===== src/rtl/ser_gbx_pkg.sv =====
// Package: shared constants and the idle-character helper for the gearbox.
// Assumes 10-bit line characters with bit 0 the first bit on the line.
package ser_gbx_pkg;

    localparam int CHAR_W = 10;

    // Comma character in both disparities, bit 0 = first transmitted bit.
    localparam logic [CHAR_W-1:0] K285_NEG = 10'h17C;
    localparam logic [CHAR_W-1:0] K285_POS = 10'h283;

    // Picks the comma polarity from the upstream disparity hint.
    function automatic logic [CHAR_W-1:0] idle_char(input logic rd_pos);
        return rd_pos ? K285_POS : K285_NEG;
    endfunction

endpackage


===== src/rtl/ser_gbx_pace.sv =====
// Module: pair pacing. Counts pairs within a character and, at half rate,
// holds each pair for two cycles. Emits the advance enable and load pulse.
// Assumes rate_half is static outside reset.
module ser_gbx_pace #(
    parameter int PAIRS = 5
) (
    input  logic clk,
    input  logic rst_n,
    input  logic rate_half,
    output logic advance,
    output logic load_now
);
    localparam int CNT_W = (PAIRS > 1) ? $clog2(PAIRS) : 1;
    localparam logic [CNT_W-1:0] LAST = CNT_W'(PAIRS - 1);

    logic [CNT_W-1:0] pair_cnt;
    logic             hold_q;

    // Move to the next pair every cycle, or every second cycle at half rate.
    always_comb begin
        advance  = !rate_half || hold_q;
        load_now = advance && (pair_cnt == LAST);
    end

    // Track the pair index and the half-rate hold phase.
    always_ff @(posedge clk) begin
        if (!rst_n) begin
            pair_cnt <= '0;
            hold_q   <= 1'b0;
        end else begin
            hold_q <= rate_half && !hold_q;
            if (advance) begin
                pair_cnt <= (pair_cnt == LAST) ? '0 : pair_cnt + 1'b1;
            end
        end
    end
endmodule


===== src/rtl/ser_gbx_fill.sv =====
// Module: next-character selection. Passes the source character when valid,
// else the comma in the disparity requested upstream. Purely combinational.
module ser_gbx_fill
    import ser_gbx_pkg::*;
(
    input  logic [CHAR_W-1:0] char_in,
    input  logic              char_valid,
    input  logic              idle_rd_pos,
    output logic [CHAR_W-1:0] next_char
);
    // Substitute the comma when the source has nothing ready.
    always_comb begin
        next_char = char_valid ? char_in : idle_char(idle_rd_pos);
    end
endmodule


===== src/rtl/ser_gbx_shift.sv =====
// Module: character shift register. Loads a whole character on load_now,
// otherwise shifts LANE_W bits toward the output on each advance.
// Reset value is the negative-disparity comma so the line idles cleanly.
module ser_gbx_shift
    import ser_gbx_pkg::*;
#(
    parameter int LANE_W = 2
) (
    input  logic              clk,
    input  logic              rst_n,
    input  logic              advance,
    input  logic              load_now,
    input  logic [CHAR_W-1:0] next_char,
    output logic [LANE_W-1:0] lane_out
);
    logic [CHAR_W-1:0] shreg;

    // Hold, shift or reload the character being sent.
    always_ff @(posedge clk) begin
        if (!rst_n) begin
            shreg <= K285_NEG;
        end else if (load_now) begin
            shreg <= next_char;
        end else if (advance) begin
            shreg <= {{LANE_W{1'b0}}, shreg[CHAR_W-1:LANE_W]};
        end
    end

    // The low lanes of the register are the pair on the line.
    always_comb begin
        lane_out = shreg[LANE_W-1:0];
    end
endmodule


===== src/rtl/ser10to2_gearbox.sv =====
// Module: ten-to-two serializer gearbox top. Wires pacing, fill selection
// and the shift register. Assumes the source answers load_strobe in the
// same cycle and that rate_half changes only during reset.
module ser10to2_gearbox
    import ser_gbx_pkg::*;
#(
    parameter int LANE_W = 2
) (
    input  logic              clk,
    input  logic              rst_n,
    input  logic              rate_half,
    input  logic [CHAR_W-1:0] char_in,
    input  logic              char_valid,
    input  logic              idle_rd_pos,
    output logic [LANE_W-1:0] sym_out,
    output logic              load_strobe
);
    localparam int PAIRS = CHAR_W / LANE_W;

    logic              advance;
    logic              load_now;
    logic [CHAR_W-1:0] next_char;

    ser_gbx_pace #(.PAIRS(PAIRS)) u_pace (
        .clk       (clk),
        .rst_n     (rst_n),
        .rate_half (rate_half),
        .advance   (advance),
        .load_now  (load_now)
    );

    ser_gbx_fill u_fill (
        .char_in     (char_in),
        .char_valid  (char_valid),
        .idle_rd_pos (idle_rd_pos),
        .next_char   (next_char)
    );

    ser_gbx_shift #(.LANE_W(LANE_W)) u_shift (
        .clk       (clk),
        .rst_n     (rst_n),
        .advance   (advance),
        .load_now  (load_now),
        .next_char (next_char),
        .lane_out  (sym_out)
    );

    // The load pulse to the source is the pacing load point.
    always_comb begin
        load_strobe = load_now;
    end
endmodule


===== config.mk =====
export PLATFORM = sky130hd
export DESIGN_NAME = ser10to2_gearbox
export DESIGN_NICKNAME = d
export VERILOG_FILES = /design/src/rtl/ser_gbx_pkg.sv /design/src/rtl/ser_gbx_pace.sv /design/src/rtl/ser_gbx_fill.sv /design/src/rtl/ser_gbx_shift.sv /design/src/rtl/ser10to2_gearbox.sv
export SDC_FILE = /design/constraint.sdc
export NUM_CORES = 1
export LEC_CHECK = 0
export CAP_MARGIN = 10
export CORE_AREA = 2 2 45 47
export CTS_CLUSTER_DIAMETER = 80
export DETAILED_ROUTE_END_ITERATION = 8
export DIE_AREA = 0 0 47 49
export PLACE_DENSITY = 0.72
export SKIP_LAST_GASP = 1
export SYNTH_ARGS = -nofsm -noshare
export SYNTH_HDL_FRONTEND = slang
export SYNTH_HIERARCHICAL = 1
export SYNTH_SLANG_ARGS = --single-unit

===== constraint.sdc =====
create_clock -name clk -period 3.4 [get_ports clk]
set_input_delay 0.51 -clock clk [delete_from_list [all_inputs] [get_ports clk]]
set_output_delay 0.51 -clock clk [all_outputs]
set_load 0.01 [all_outputs]

==> results of run 1 <==
report_power, final:
part | internal [W] | switching, W
registers | 0.000174 | 0.00000628
logic | 0.0000415 | 0.0000281
clock network | 0.0000412 | 0.0000513
total | 0.000257 | 0.0000858
logic make-up (layout without fill, tap and decap cells):
family,count (synthesis),after routing,share of synthesized area
flops,14,14,0.351
mux,8,8,0.119
fa+ha+maj,2,2,0.0313
compound gates,18,18,0.166
simple gates,34,34,0.251
buf+inv,10,25,0.0815
tightest hold or removal path: stages (launching register included):
cell and delay, ps:
dfxtp_1 330, nand3_1 70, nand2_1 40
metal layers:
layer  GRT usage  vias up  part of all wire
met3      0.0222        3             0.032
met4      0.0972        0             0.023
met2       0.194       13              0.46
met1       0.178      283              0.48
met5           0        -                 0
li1            -      324                 -
stage by stage:
step,total power [W],std cells
floorplan,0.000231,86
global placement,0.000254,125
detailed placement,0.000255,125
CTS,0.000350,128
global route,0.000364,128
finish,0.000343,128
final cells by class:
type	count	area, µm²
Sequential cell	14	280
Multi-Input combinational cell	62	453
Tap cell	27	33.8
Timing Repair Buffer	18	178
Clock buffer	3	22.5
Inverter	4	15.0
Fill cell	186	860
registers in the layout, indices dropped and copies added (netlist names):
register and cells:
u_pace/hold_q 1, u_shift/shreg 10, u_pace/pair_cnt 3
cells in the final DEF, fill, tap and decap left out, drive strengths merged, types with 3 or more instances in the layout:
| master | n |
|---|---|
| nor2 | 3 |
| nand2b | 4 |
| nand2 | 13 |
| o211a | 3 |
| and3b | 5 |
| inv | 4 |
| a21o | 6 |
| mux2 | 3 |
| mux2i | 5 |
| a21oi | 5 |
| clkbuf | 3 |
| dfxtp | 14 |
| clkdlybuf4s50 | 17 |
how the worst min path moves through the flow:
stage | from | end | depth (start not counted) | slack [ps]
global route | u_pace/pair_cnt[1]$_SDFFE_PN0N_ | u_pace/pair_cnt[1]$_SDFFE_PN0N_ | 2 | 500
CTS | u_pace/pair_cnt[1]$_SDFFE_PN0N_ | u_pace/pair_cnt[1]$_SDFFE_PN0N_ | 2 | 480
finish | u_pace/pair_cnt[1]$_SDFFE_PN0N_ | u_pace/pair_cnt[1]$_SDFFE_PN0N_ | 2 | 480
detailed placement | u_pace/pair_cnt[1]$_SDFFE_PN0N_ | u_pace/pair_cnt[1]$_SDFFE_PN0N_ | 2 | 470
floorplan | u_pace/pair_cnt[2]$_SDFFE_PN0N_ | u_pace/pair_cnt[2]$_SDFFE_PN0N_ | 2 | 450
global placement | u_pace/pair_cnt[2]$_SDFFE_PN0N_ | u_pace/pair_cnt[2]$_SDFFE_PN0N_ | 2 | 470
==> impl_metrics.py, run 1 <==
metrics = {
    "clock_network": {
        "cts_buffers": 3,
        "cts_tree": "done",
        "cts_setup_buffers": 0,
        "postCtsHoldBufs": 0,
        "insertion_delay_ps": 280,
        "cts-root-buf": "clkbuf_4",
        "cts.sinks": 14,
        "clk_pin_slew_ps": 70,
        "clockBufferDepth": 2,
        "cts_max_level": 1,
        "post_cts_resized": 0,
    },
    "setup_path": {
        "cp_num_buf_inv": 3,
        "crit_chain": "clkdlybuf4s50_1 -> nor2b_4 -> nor2_1 -> buf_4 -> clkdlybuf4s50_1",
        "start_kind": "input pin",
        "r2r_start": "u_pace/pair_cnt[0]$_SDFFE_PN0N_",
        "cp_slowest_cell": "clkdlybuf4s50_1",
        "cp-startpoint": "rate_half",
        "worst-path-max-fanout": 17,
        "worstSetupEndpoint": "load_strobe",
        "ff2ff_path_depth": 7,
        "arrival_ps": 1920,
        "crit_path_frequent_cell": "clkdlybuf4s50_1",
        "cp.depth": 5,
        "max_stage_delay_ps": 560,
        "crit_path_end_kind": "output port",
        "reg2reg_to": "u_shift/shreg[9]$_SDFFE_PN0P_",
        "worstPathRequired_ps": 2890,
        "crit_family": "buffers and inverters",
        "critPathKind": "input pin to output port",
        "r2r_slack_ps": 1830,
    },
    "global_route": {
        "grt.total_usage": 0.136,
        "grt_pass1_vias": 553,
        "antenna_found_initial": 0,
        "grt_overflow": 0,
        "grt_max_degree": 18,
        "grt_pass1_wl_um": 2260,
    },
    "floorplanning": {
        "dieArea_um2": 2300,
        "ios": 18,
        "coreArea_um2": 1840,
        "die_w_um": 47,
        "die_height_um": 49,
        "start_util": 0.433,
        "rows": 16,
    },
    "synth": {
        "synth-edff-count": 0,
        "async_flop_share": 0,
        "synthFlopType": "dfxtp_1",
        "synth_area_um2": 798,
        "synth-seq-cells": 14,
        "netlist_instances": 86,
        "synth_area_per_cell_um2": 9.28,
        "synth_seq_area_share": 0.351,
        "yosysTopAreaCell": "dfxtp_1",
        "synth_common_cells": "14 x dfxtp_1, 13 x nand2_1, 6 x a21o_1",
        "ys_top_cells_by_area": "dfxtp_1 35%, mux2i_1 6.3%, nand2_1 6.1%",
        "synth_fp_nets": 103,
        "yosys_warnings": 6,
        "yosysTopAreaCellShare": 0.351,
        "yosysMostFrequentCell": "dfxtp_1",
        "synth_cell_types": 28,
    },
    "routing": {
        "antenna_left": 0,
        "drtIter0Drc": 5,
        "drc": 0,
        "vias": 623,
        "routed_wl_um": 1340,
        "wire_per_inst_um": 10.5,
        "dr.pass1.iters": 4,
        "post_drt_via_cell_ratio": 4.87,
    },
    "finish": {
        "final_nets": 120,
        "post-route-util": 0.533,
        "syn2layout_area_growth_pct": 23.0,
        "design_area_um2": 982,
        "drive_gt1_frac": 0.129,
        "diodes": 0,
    },
    "placement": {
        "routabilityCongestion": 0.775,
        "portBuffers": 17,
        "hpwlAfterDp_um": 985,
        "place_area_um2": 960,
        "place_ws_ps": 960,
    },
    "power": {
        "peakVddDrop_mv": 0.172,
        "leakage_nw": 0.492,
        "power.density_nw_per_um2": 349,
    },
    "timing": {
        "setup_tns_ps": 0,
        "final_hold_viol_count": 0,
        "relSlewSlack": 0.673,
        "grt_setup_unrepaired": "no",
        "maxSlewViolCount": 0,
        "max_freq_ghz": 0.411,
        "hold_ws_ps": 483,
        "finalWorstSetupSlack_ps": 966,
        "worst_slew_pin_slew_ps": 489,
        "post-route-min-period_ps": 2430,
        "setup_viol": 0,
        "fin_crit_sh": 0.716,
        "clock_skew_ps": 2.49,
    },
    "status": {
        "outcome": "completed",
    },
    "flow_run": {
        "maxCapViolCount": 0,
    },
    "worst_hold_path": {
        "hp-class": "flop to flop",
    },
}
No activity file was read; power rests on OpenSTA's default activity.
==> inputs of run 2 (changes only) <==
==> constraint.sdc (replaced) <==
create_clock -name clk -period 2.3 [get_ports clk]
set_input_delay 0.345 -clock clk [delete_from_list [all_inputs] [get_ports clk]]
set_output_delay 0.345 -clock clk [all_outputs]
set_load 0.01 [all_outputs]
==> impl_metrics.py, run 2 (synthesized netlist as in run 1, its figures left out) <==
metrics = {
    "setup_path": {
        "worstPathRequired_ps": 1960,
        "arrival_ps": 1640,
        "start_kind": "flop",
        "r2r_start": "u_pace/pair_cnt[0]$_SDFFE_PN0N_",
        "critPathKind": "flop to output port",
        "cp-startpoint": "u_pace/pair_cnt[0]$_SDFFE_PN0N_",
        "worst-path-max-fanout": 3,
        "crit_path_end_kind": "output port",
    },
    "routing": {
        "dr.pass1.iters": 2,
        "wire_per_inst_um": 10.9,
        "antenna_left": 0,
        "vias": 623,
        "post_drt_via_cell_ratio": 4.79,
        "drtIter0Drc": 10,
        "drc": 0,
        "routed_wl_um": 1410,
    },
    "worst_hold_path": {
        "worstHoldStart": "u_pace/pair_cnt[2]$_SDFFE_PN0N_",
        "hp-class": "flop to flop",
    },
    "clock_network": {
        "cts_tree": "done",
        "cts_setup_buffers": 0,
        "cts-root-buf": "clkbuf_4",
        "post_cts_resized": 0,
        "clockBufferDepth": 2,
        "cts_max_level": 1,
        "cts_buffers": 3,
        "cts.sinks": 14,
        "insertion_delay_ps": 290,
        "postCtsHoldBufs": 0,
        "clk_pin_slew_ps": 90,
    },
    "timing": {
        "finalWorstSetupSlack_ps": 318,
        "setup_viol": 0,
        "relSlewSlack": 0.757,
        "setup_tns_ps": 0,
        "fin_crit_sh": 0.862,
        "post-route-min-period_ps": 1980,
        "max_freq_ghz": 0.504,
        "clock_skew_ps": 2.73,
        "worst_slew_pin_slew_ps": 364,
        "maxSlewViolCount": 0,
        "final_hold_viol_count": 0,
        "hold_ws_ps": 485,
        "grt_setup_unrepaired": "no",
    },
    "placement": {
        "place_ws_ps": 378,
        "hpwlAfterDp_um": 1050,
        "portBuffers": 17,
        "routabilityCongestion": 0.780,
    },
    "finish": {
        "fillCellCount": 191,
        "largest_reg_flops": 10,
        "diodes": 0,
        "largest_register": "u_shift/shreg",
        "reg.largest.list": "u_shift/shreg: 10 flops, u_pace/pair_cnt: 3 flops, u_pace/hold_q: 1 flops",
        "drive_gt1_frac": 0.146,
        "syn2layout_area_growth_pct": 25.7,
        "final_common_cell": "clkdlybuf4s50_1",
        "final_cell_mix": "17 x clkdlybuf4s50_1, 14 x dfxtp_1, 13 x nand2_1, 6 x a21o_1",
        "final_nets": 121,
    },
    "global_route": {
        "grt_overflow": 0,
        "grt_pass1_vias": 565,
        "antenna_found_initial": 0,
        "grt_pass1_wl_um": 2370,
        "grt_max_degree": 17,
        "grt.total_usage": 0.147,
    },
    "floorplanning": {
        "rows": 16,
        "die_w_um": 47,
        "start_util": 0.433,
        "dieArea_um2": 2300,
        "die_height_um": 49,
        "ios": 18,
        "coreArea_um2": 1840,
    },
    "power": {
        "peakVddDrop_mv": 0.206,
        "leakage_nw": 0.504,
        "power.density_nw_per_um2": 549,
    },
    "flow_run": {
        "maxCapViolCount": 0,
    },
    "status": {
        "outcome": "completed",
    },
}
==> run 2: changes by cell type in the layout (fill, tap and decap cells not counted) <==
cell / previous run / this run
clkbuf_8: 0 / 1
buf_4: 1 / 2
==> run 2: cell type report <==
type,instances,area (µm²),share of cell area
sequential,14,280,0.279
tap,27,33.8,0.0337
clock buffer,4,36.3,0.0362
multi-input combinational,62,453,0.451
inverter,4,15.0,0.0150
timing repair buffer,19,185,0.185
==> run 2: layer usage <==
metal	wire length, µm	track usage
met1	691	0.179
met5	0	0
met3	35	0.0222
met4	53	0.111
met2	632	0.221
==> run 2: worst paths after layout <==
| check | slack [ps] | endpoint | cells after the start |
|---|---|---|---|
| hold reg to reg | 490 | u_pace/pair_cnt[2]$_SDFFE_PN0N_ | 2 |
| setup reg to reg | 730 | u_shift/shreg[9]$_SDFFE_PN0P_ | 7 |
| setup / recovery | 320 | load_strobe | 5 |
| hold / removal | 490 | u_pace/pair_cnt[2]$_SDFFE_PN0N_ | 2 |
==> run 2: power breakdown <==
part           leakage [nW]  switching [W]  internal (W)  total (W)
Clock                0.0210      0.0000839     0.0000965   0.000180
Sequential            0.115     0.00000894      0.000258   0.000267
Combinational         0.367      0.0000416     0.0000626   0.000104
==> run 2: per-stage QoR <==
step / instances / util / power [W] / instance area [µm²]
finish: 130 / 0.545 / 0.000551 / 1000
global route: 130 / 0.545 / 0.000581 / 1000
CTS: 130 / 0.545 / 0.000560 / 1000
detailed placement: 126 / 0.525 / 0.000378 / 967
global placement: 126 / 0.525 / 0.000376 / 967
floorplan: 86 / - / 0.000342 / 798
==> run 2: worst max-delay path, stage by stage, from the launching register on <==
cell and delay [ps]:
dfxtp_1 330, inv_1 70, ha_1 170, nand2_1 100, nor2_1 130, clkdlybuf4s50_1 550
==> inputs of run 3 (changes only) <==
--- a/config.mk
+++ b/config.mk
@@ -6,11 +6,10 @@
 export NUM_CORES = 1
 export LEC_CHECK = 0
 export CAP_MARGIN = 10
-export CORE_AREA = 2 2 45 47
+export CORE_AREA = 2 2 60 62
 export CTS_CLUSTER_DIAMETER = 80
 export DETAILED_ROUTE_END_ITERATION = 8
-export DIE_AREA = 0 0 47 49
-export PLACE_DENSITY = 0.72
+export DIE_AREA = 0 0 62 64
 export SKIP_LAST_GASP = 1
 export SYNTH_ARGS = -nofsm -noshare
 export SYNTH_HDL_FRONTEND = slang
==> impl_metrics.py, run 3 (synthesized netlist as in run 1, its figures left out) <==
metrics = {
    "floorplanning": {
        "start_util": 0.243,
        "dieArea_um2": 3970,
        "coreArea_um2": 3280,
        "rows": 21,
        "die_height_um": 64,
        "die_w_um": 62,
        "ios": 18,
    },
    "power": {
        "pwr-share-seq": 0.484,
        "clockPowerShare": 0.324,
        "internal_power_w": 0.000417,
        "switching_share": 0.245,
        "pwr-share-comb": 0.192,
        "leakage_nw": 0.504,
        "power.density_nw_per_um2": 537,
        "peakVddDrop_mv": 0.218,
        "p_switching_w": 0.000135,
    },
    "clock_network": {
        "post_cts_resized": 0,
        "clockBufferDepth": 2,
        "cts.sinks": 14,
        "cts_max_level": 1,
        "clk_pin_slew_ps": 80,
        "cts_setup_buffers": 0,
        "cts-root-buf": "clkbuf_4",
        "cts_tree": "done",
        "postCtsHoldBufs": 0,
        "cts_buffers": 3,
        "insertion_delay_ps": 280,
    },
    "global_route": {
        "grt_max_degree": 17,
        "grt_pass1_vias": 588,
        "grt_overflow": 0,
        "grt.total_usage": 0.0856,
        "antenna_found_initial": 0,
        "grt_pass1_wl_um": 2530,
    },
    "setup_path": {
        "cp_slowest_cell": "clkdlybuf4s50_1",
        "start_kind": "flop",
        "max_stage_delay_ps": 560,
        "crit_family": "buffers and inverters",
        "arrival_ps": 1660,
        "critPathKind": "flop to output port",
        "crit_chain": "inv_1 -> ha_1 -> nand2_1 -> nor2_1 -> clkdlybuf4s50_1",
        "worst-path-max-fanout": 3,
        "cp_num_buf_inv": 2,
        "worstPathRequired_ps": 1960,
        "crit_path_end_kind": "output port",
    },
    "routing": {
        "post_drt_via_cell_ratio": 4.20,
        "drc": 0,
        "drtIter0Drc": 29,
        "vias": 626,
        "antenna_left": 0,
        "routed_wl_um": 1570,
        "wire_per_inst_um": 10.5,
        "dr.pass1.iters": 4,
    },
    "placement": {
        "place_area_um2": 991,
        "routabilityCongestion": 0.755,
        "place_ws_ps": 355,
        "hpwlAfterDp_um": 1170,
        "portBuffers": 17,
        "dp.cells": 145,
    },
    "finish": {
        "drive_gt1_frac": 0.146,
        "syn2layout_area_growth_pct": 28.7,
        "post-route-util": 0.313,
        "design_area_um2": 1030,
        "final_cell_mix": "17 x clkdlybuf4s50_1, 14 x dfxtp_1, 13 x nand2_1, 6 x a21o_1",
        "final_common_cell": "clkdlybuf4s50_1",
        "final_nets": 121,
        "largest_register": "u_shift/shreg",
        "reg.largest.list": "u_shift/shreg: 10 flops, u_pace/pair_cnt: 3 flops, u_pace/hold_q: 1 flops",
        "diodes": 0,
        "largest_reg_flops": 10,
        "stdcell_count": 149,
    },
    "timing": {
        "finalWorstSetupSlack_ps": 293,
        "post-route-min-period_ps": 2010,
        "setup_tns_ps": 0,
        "clock_skew_ps": 3.37,
        "maxSlewViolCount": 0,
        "fin_crit_sh": 0.872,
        "relSlewSlack": 0.725,
        "final_hold_viol_count": 0,
        "grt_setup_unrepaired": "no",
        "setup_viol": 0,
        "max_freq_ghz": 0.498,
        "worst_slew_pin_slew_ps": 411,
    },
    "status": {
        "outcome": "completed",
    },
    "flow_run": {
        "maxCapViolCount": 0,
    },
    "worst_hold_path": {
        "hp-class": "flop to flop",
    },
}
run 3: cell counts in the layout (fill, tap and decap cells not counted):
No cell type changed its count.
run 3: power by group through the flow:
stage / logic (W) / clock network [W] / registers (W)
final: 0.000106 / 0.000179 / 0.000267
after global routing: 0.000118 / 0.000196 / 0.000269
after CTS: 0.000107 / 0.000188 / 0.000267
after detailed placement: 0.000107 / 0 / 0.000273
after global placement: 0.000105 / 0 / 0.000272
after floorplan: 0.0000717 / 0 / 0.000270
run 3: worst register-to-register path, cell delays in order (launching register included):
cell      delay [ps]
dfxtp_1          360
inv_1             70
ha_1             210
nand2_1          110
nor2_1            70
buf_4            190
or3b_1           390
a21boi_1         150
run 3: metrics by stage:
stage               total power [W]  hold slack [ps]
floorplan                  0.000342              450
global placement           0.000377              474
detailed placement         0.000380              476
CTS                        0.000562              490
global route               0.000583              510
finish                     0.000552              486
run 3: per-layer routing:
layer,up-vias,part of all wire,global-route usage
met5,-,0,0
met3,2,0.071,0.0304
met1,274,0.52,0.121
met2,22,0.40,0.117
li1,328,-,-
met4,0,0.0051,0.0319
run 3: final cells by class:
class | count | area, µm²
fillers | 361 | 2260
flip-flops and latches | 14 | 280
inverters | 4 | 15.0
repair buffers | 19 | 185
clock buffers | 4 | 36.3
multi-input cells | 62 | 453
well taps | 46 | 57.6
run 3: path summary, 6_finish.rpt:
check / start / endpoint / slack [ps] / cells past startpoint
worst max-delay path: u_pace/pair_cnt[0]$_SDFFE_PN0N_ / load_strobe / 290 / 5
worst min-delay path: u_pace/pair_cnt[2]$_SDFFE_PN0N_ / u_pace/pair_cnt[2]$_SDFFE_PN0N_ / 490 / 2
worst max register to register: u_pace/pair_cnt[0]$_SDFFE_PN0N_ / u_shift/shreg[9]$_SDFFE_PN0P_ / 690 / 7
worst min register to register: u_pace/pair_cnt[2]$_SDFFE_PN0N_ / u_pace/pair_cnt[2]$_SDFFE_PN0N_ / 490 / 2
